`config.mk`:
```
export PLATFORM = sky130hd
export DESIGN_NAME = keyed_sorter
export DESIGN_NICKNAME = d
export VERILOG_FILES = /design/src/rtl/ksort_pkg.sv /design/src/rtl/key_former.sv /design/src/rtl/insert_array.sv /design/src/rtl/pass_counter.sv /design/src/rtl/keyed_sorter.sv
export SDC_FILE = /design/constraint.sdc
export NUM_CORES = 2
export LEC_CHECK = 0
export BUFFER_PORTS_ARGS = -buffer_cell sky130_fd_sc_hd__buf_2
export CAP_MARGIN = 25
export CORE_ASPECT_RATIO = 1.5
export CORE_MARGIN = 1.5
export CORE_UTILIZATION = 45
export CTS_CLUSTER_SIZE = 12
export DETAILED_ROUTE_END_ITERATION = 16
export GPL_ROUTABILITY_DRIVEN = 0
export GPL_TIMING_DRIVEN = 0
export PLACE_DENSITY_LB_ADDON = 0.12
export SLEW_MARGIN = 20
export SYNTH_ARGS = -nofsm -noshare
export SYNTH_HDL_FRONTEND = slang
export SYNTH_SLANG_ARGS = --single-unit
export TNS_END_PERCENT = 30
```
`constraint.sdc`:
```
create_clock -name clk -period 27.1 [get_ports clk]
set_input_delay 6.775 -clock clk [delete_from_list [all_inputs] [get_ports clk]]
set_output_delay 6.775 -clock clk [all_outputs]
set_load 0.01 [all_outputs]
```
`src/rtl/ksort_pkg.sv`:
```
package ksort_pkg;

    localparam int NQ    = 16;                   // quantities per object
    localparam int QW    = 8;                    // bits per quantity
    localparam int DEPTH = 16;                   // objects per event
    localparam int OBJ_W = NQ * QW;
    localparam int KW    = QW + $clog2(NQ);      // key width, holds a full sum
    localparam int CW    = $clog2(DEPTH + 1);    // count width
    localparam int IW    = $clog2(DEPTH);        // slot index width

    typedef struct packed {
        logic [OBJ_W-1:0] obj;
        logic [KW-1:0]    key;
    } entry_t;

    typedef enum logic [1:0] {
        ST_FILL  = 2'd0,
        ST_DRAIN = 2'd1,
        ST_COUNT = 2'd2
    } phase_t;

    function automatic logic [QW-1:0] quantity(input logic [OBJ_W-1:0] obj, input int q);
        return obj[q*QW +: QW];
    endfunction

endpackage

```
`src/rtl/key_former.sv`:
```
module key_former
    import ksort_pkg::*;
(
    input  logic [OBJ_W-1:0] obj,
    input  logic [NQ-1:0]    mask,
    output logic [KW-1:0]    key
);
    logic [KW-1:0] lane [NQ];

    for (genvar q = 0; q < NQ; q++) begin : g_lane
        assign lane[q] = mask[q] ? KW'(quantity(obj, q)) : '0;
    end

    always_comb begin
        key = '0;
        for (int q = 0; q < NQ; q++) begin
            key = key + lane[q];
        end
    end
endmodule

```
`src/rtl/insert_array.sv`:
```
module insert_array
    import ksort_pkg::*;
#(
    parameter int SLOTS = DEPTH
) (
    input  logic              clk,
    input  logic              rst,
    input  logic              clr,
    input  logic              ins_en,
    input  entry_t            ins_entry,
    input  logic [IW-1:0]     rd_idx,
    output entry_t            rd_entry,
    output logic              full,
    output logic [CW-1:0]     stored
);
    entry_t            slot_q [SLOTS];
    logic [SLOTS-1:0]  vld_q;
    logic [SLOTS-1:0]  stay;   // slot keeps its content: key ahead of or equal to new one
    logic              do_ins;

    assign full   = vld_q[SLOTS-1];
    assign do_ins = ins_en && !full;

    for (genvar i = 0; i < SLOTS; i++) begin : g_slot
        assign stay[i] = vld_q[i] && (slot_q[i].key >= ins_entry.key);

        if (i == 0) begin : g_head
            always_ff @(posedge clk) begin
                if (rst || clr) begin
                    vld_q[i] <= 1'b0;
                end else if (do_ins && !stay[i]) begin
                    slot_q[i] <= ins_entry;
                    vld_q[i]  <= 1'b1;
                end
            end
        end else begin : g_body
            always_ff @(posedge clk) begin
                if (rst || clr) begin
                    vld_q[i] <= 1'b0;
                end else if (do_ins && !stay[i]) begin
                    if (stay[i-1]) begin
                        slot_q[i] <= ins_entry;
                        vld_q[i]  <= 1'b1;
                    end else begin
                        slot_q[i] <= slot_q[i-1];
                        vld_q[i]  <= vld_q[i-1];
                    end
                end
            end
        end
    end

    assign rd_entry = slot_q[rd_idx];
    assign stored   = CW'($countones(vld_q));
endmodule

```
`src/rtl/pass_counter.sv`:
```
module pass_counter
    import ksort_pkg::*;
(
    input  logic          clk,
    input  logic          rst,
    input  logic          clr,
    input  logic          hit_en,
    input  logic [KW-1:0] key,
    input  logic [KW-1:0] thresh,
    output logic [CW-1:0] count
);
    always_ff @(posedge clk) begin
        if (rst || clr) begin
            count <= '0;
        end else if (hit_en && (key >= thresh)) begin
            count <= count + 1'b1;
        end
    end
endmodule

```
`src/rtl/keyed_sorter.sv`:
```
module keyed_sorter
    import ksort_pkg::*;
(
    input  logic             clk,
    input  logic             rst,
    input  logic             cfg_we,
    input  logic [NQ-1:0]    cfg_mask,
    input  logic [KW-1:0]    cfg_thresh,
    input  logic             in_valid,
    output logic             in_ready,
    input  logic [OBJ_W-1:0] in_obj,
    input  logic             in_last,
    output logic             out_valid,
    output logic [OBJ_W-1:0] out_obj,
    output logic [KW-1:0]    out_key,
    output logic             out_last,
    output logic             cnt_valid,
    output logic [CW-1:0]    cnt_value
);
    phase_t        phase_q;
    logic [NQ-1:0] mask_q;
    logic [KW-1:0] thresh_q;
    logic [IW-1:0] rd_q;
    logic [KW-1:0] new_key;
    entry_t        new_entry;
    entry_t        head;
    logic          accept;
    logic          full;
    logic          clr;
    logic [CW-1:0] stored;
    logic [CW-1:0] passed;

    always_ff @(posedge clk) begin
        if (rst) begin
            mask_q   <= NQ'(1);
            thresh_q <= '0;
        end else if (cfg_we) begin
            mask_q   <= cfg_mask;
            thresh_q <= cfg_thresh;
        end
    end

    key_former u_key (
        .obj  (in_obj),
        .mask (mask_q),
        .key  (new_key)
    );

    assign new_entry = '{obj: in_obj, key: new_key};
    assign in_ready  = (phase_q == ST_FILL);
    assign accept    = in_valid && in_ready;
    assign clr       = (phase_q == ST_COUNT);

    insert_array #(.SLOTS(DEPTH)) u_arr (
        .clk       (clk),
        .rst       (rst),
        .clr       (clr),
        .ins_en    (accept),
        .ins_entry (new_entry),
        .rd_idx    (rd_q),
        .rd_entry  (head),
        .full      (full),
        .stored    (stored)
    );

    pass_counter u_cnt (
        .clk    (clk),
        .rst    (rst),
        .clr    (clr),
        .hit_en (accept && !full),
        .key    (new_key),
        .thresh (thresh_q),
        .count  (passed)
    );

    assign out_valid = (phase_q == ST_DRAIN);
    assign out_obj   = head.obj;
    assign out_key   = head.key;
    assign out_last  = out_valid && (CW'(rd_q) == stored - 1'b1);
    assign cnt_valid = (phase_q == ST_COUNT);
    assign cnt_value = passed;

    always_ff @(posedge clk) begin
        if (rst) begin
            phase_q <= ST_FILL;
            rd_q    <= '0;
        end else begin
            unique case (phase_q)
                ST_FILL: begin
                    rd_q <= '0;
                    if (accept && in_last) phase_q <= ST_DRAIN;
                end
                ST_DRAIN: begin
                    if (out_last) phase_q <= ST_COUNT;
                    else          rd_q    <= rd_q + 1'b1;
                end
                ST_COUNT: phase_q <= ST_FILL;
                default:  phase_q <= ST_FILL;
            endcase
        end
    end
endmodule

```
==> out/qor.txt <==
worst-case clock buffer depth = 4
Worst Setup Start Kind = primary input
Final Slew Violations = 0
Worst path depth = 30
total wire length = 401000 um
crit share post-route = 68.1%
power per cell area = 109 nW/um^2
Reg2Reg Depth = 29
DRC errors left = 0
Comb power frac = 43.8%
IO Port Bufs = 308
FFs w/ async S/R, synth = 0%
DRT Pass-1 Iters = 9
reg-to-reg critical path startpoint = mask_q[10]
via count = 69860
yosys warns = 0
final hold violations = 0
CP arrival = 19.10 ns
status = finished clean
area leader, netlist = edfxtp_1
Critical Path Source = in_obj[90]
most frequent cell on the critical path = fa_1
Die X-Extent = 425 um
Nets = 8049
Finish-stage setup viols = 0
syn avg cell area = 17.6 um^2
Clock Latency Late Sink = 0.94 ns
Clock Sinks = 2299
CP endpoint kind = register
R2R setup slack = 14.43 ns
Relative slew margins = 22.5%
crit path capture = u_arr.slot_q[3][101]
Leakage = 45.8 nW
DR iter-0 viols = 6410
FP Rows = 232
post-layout min period = 18.46 ns
CTS Buf Count = 238
top-count cell post-synth = edfxtp_1
post-synthesis sequential area ratio = 56.9%
clock skew = 0.0598 ns
layout cells sized above 1 = 40.9%
Total GRT Usage = 29.5%
post-synth net total = 7327
Root Buffer = clkbuf_16
post-route ant nets = 0
ys flop type = edfxtp_1
Synth top area share = 55.9%
max-capacitance violation count = 0
final core occ = 51.8%
global route overflow = 0
crit path kind = in2reg
Worst path slowest cell = a221oi_1
sw power = 0.00560 W
sw frac = 37.3%
# hold bufs at CTS = 0
die height = 636 um
synthesized area = 120000 um^2
DIE AREA = 270000 um^2
FF-to-FF End = u_arr.slot_q[3][101]
io pins = 310
vias per std cell = 6.20
worst-margin pin slew = 1.16 ns
unrepaired setup endpoints after global routing = no
post-synthesis cell count = 6849
CTS tree = built
Core Area = 266000 um^2
first-pass GRT wire length = 566000 um
Starting Density = 45.2%
Post-synth EDFFs = 2240
Required @ worst endpoint = 27.73 ns
largest net degree at the start of global routing = 65
WHS = 0.496 ns
number of global-route vias before repair = 74053
Clock power frac = 21.0%
distinct cell type count after synthesis = 71
initial antenna violation count = 43
Int Power = 0.00940 W
CP Buf/Inv Count = 9
Setup Fix Bufs, Post-CTS = 0
f_max = 0.0542 GHz
worst hold path type = reg2reg
WL per Instance = 35.6 um
CP max FO = 15
post_cts resized = 0
Sequential Power Share = 35.2%
detailed placer's ending HPWL = 298000 um
Commonest cells post-synth = edfxtp_1, mux2_2, mux2_1
top post-synthesis cells by area = edfxtp_1, mux2_2, mux4_2, mux2_1, ha_1
Max IR drop VDD = 138 uV
delay-heaviest family, CP = adder cells
Syn-to-layout area delta = 14.5%
flip-flop and latch count after synthesis = 2299
H-tree Lvls = 4
Clock transition at path regs = 0.06 ns
crit-path max cell delay = 0.94 ns
[worst min path at each step]
stage	slack [ns]	cells after the start	from	to
6_report	0.50	2	thresh_q[3]	thresh_q[3]
3_5_place_dp	0.48	2	thresh_q[3]	thresh_q[3]
5_1_grt	0.53	2	thresh_q[9]	thresh_q[9]
4_1_cts	0.50	2	thresh_q[3]	thresh_q[3]
3_3_place_gp	0.47	2	u_cnt.count[4]	u_cnt.count[4]
2_1_floorplan	0.46	2	u_arr.vld_q[10]	u_arr.vld_q[11]
[layout make-up]
| type | count | area [um^2] |
|---|---|---|
| multi-input combinational | 3808 | 48400 |
| antenna | 13 | 32.5 |
| buffer | 557 | 2960 |
| tap | 3510 | 4390 |
| inverter | 185 | 717 |
| clock inverter | 60 | 363 |
| timing repair buffer | 482 | 5680 |
| sequential | 2299 | 68400 |
| fill | 21938 | 128000 |
| clock buffer | 345 | 6670 |
[tightest hold or removal path, cell delays in order (launching register included)]
cell	delay (ns)
dfxtp_1	0.33
mux2i_1	0.06
nor2_1	0.07
[cells by family (layout without fill, tap and decap cells)]
kind of cell	Yosys count	count (layout)	synth area share [%]
buf+inv	742	1629	2.97
fa+ha+maj	336	336	4.21
simple gates	346	346	1.41
compound gates	288	288	1.65
xor+xnor	15	15	0.109
other cells	0	13	0
flops	2299	2299	56.9
mux	2823	2823	32.7
[sequential cells by signal (all words and copies together), names as in the netlist, named ones only]
signal / flops
thresh_q: 12
phase_q: 2
u_cnt.count: 5
rd_q: 4
u_arr.vld_q: 15
mask_q: 16
u_arr.full: 1
u_arr.slot_q: 2240
[power groups by stage]
| stage | Clock, W | Sequential, W | Combinational [W] |
|---|---|---|---|
| final | 0.00316 | 0.00528 | 0.00657 |
| after global routing | 0.00331 | 0.00533 | 0.00707 |
| after CTS | 0.00320 | 0.00527 | 0.00659 |
| after detailed placement | 0 | 0.00534 | 0.00655 |
| after global placement | 0 | 0.00561 | 0.00614 |
| after floorplan | 0 | 0.00529 | 0.00406 |
[cell usage in the layout (no fill, tap or decap), types with 8 or more instances in the layout]
master / synthesis / final
edfxtp_1: 2240 / 2240
mux2_2: 1373 / 1373
mux2_1: 705 / 705
mux4_2: 682 / 682
buf_2: 112 / 447
clkbuf_1: 277 / 330
clkbuf_16: 0 / 241
ha_1: 198 / 198
inv_1: 185 / 182
fa_1: 119 / 119
buf_16: 0 / 117
nand2_1: 109 / 109
nor2_1: 80 / 76
a21oi_1: 78 / 70
o21ai_0: 70 / 70
buf_6: 47 / 64
mux2i_1: 63 / 63
dfxtp_1: 59 / 59
and2_1: 54 / 54
buf_4: 53 / 52
a211oi_1: 37 / 37
nor2b_1: 32 / 32
buf_1: 59 / 32
clkinv_1: 0 / 27
buf_12: 0 / 27
clkbuf_2: 0 / 25
clkbuf_8: 0 / 25
clkinv_2: 0 / 24
buf_8: 9 / 22
a21o_1: 17 / 17
maj3_2: 14 / 14
diode_2: 0 / 13
nand2b_1: 13 / 13
nand4_1: 13 / 13
nand3_1: 11 / 11
nor3_1: 10 / 10
o21bai_1: 9 / 9
a2111oi_0: 9 / 9
a31oi_1: 9 / 9
a21oi_4: 0 / 8
[per-stage QoR]
step                std cells  setup slack [ns]  area, um^2  total power (W)  TNS (ns)
floorplan                6849              5.74      120000          0.00935         0
global placement        10667             -6.60      126000           0.0117  -8719.30
finish                  11259              8.64      138000           0.0150         0
detailed placement      10831              7.84      130000           0.0119         0
global route            11250              8.52      138000           0.0157         0
CTS                     11236              8.74      138000           0.0151         0
[layer usage]
layer	track usage, %	part of all wire, %	vias up
li1	-	-	28975
met1	34.7	36	37363
met2	52.2	52	2675
met3	4.73	6.1	817
met4	14.4	5.7	30
met5	0	0.044	-
(Power assumes the default switching activity.)
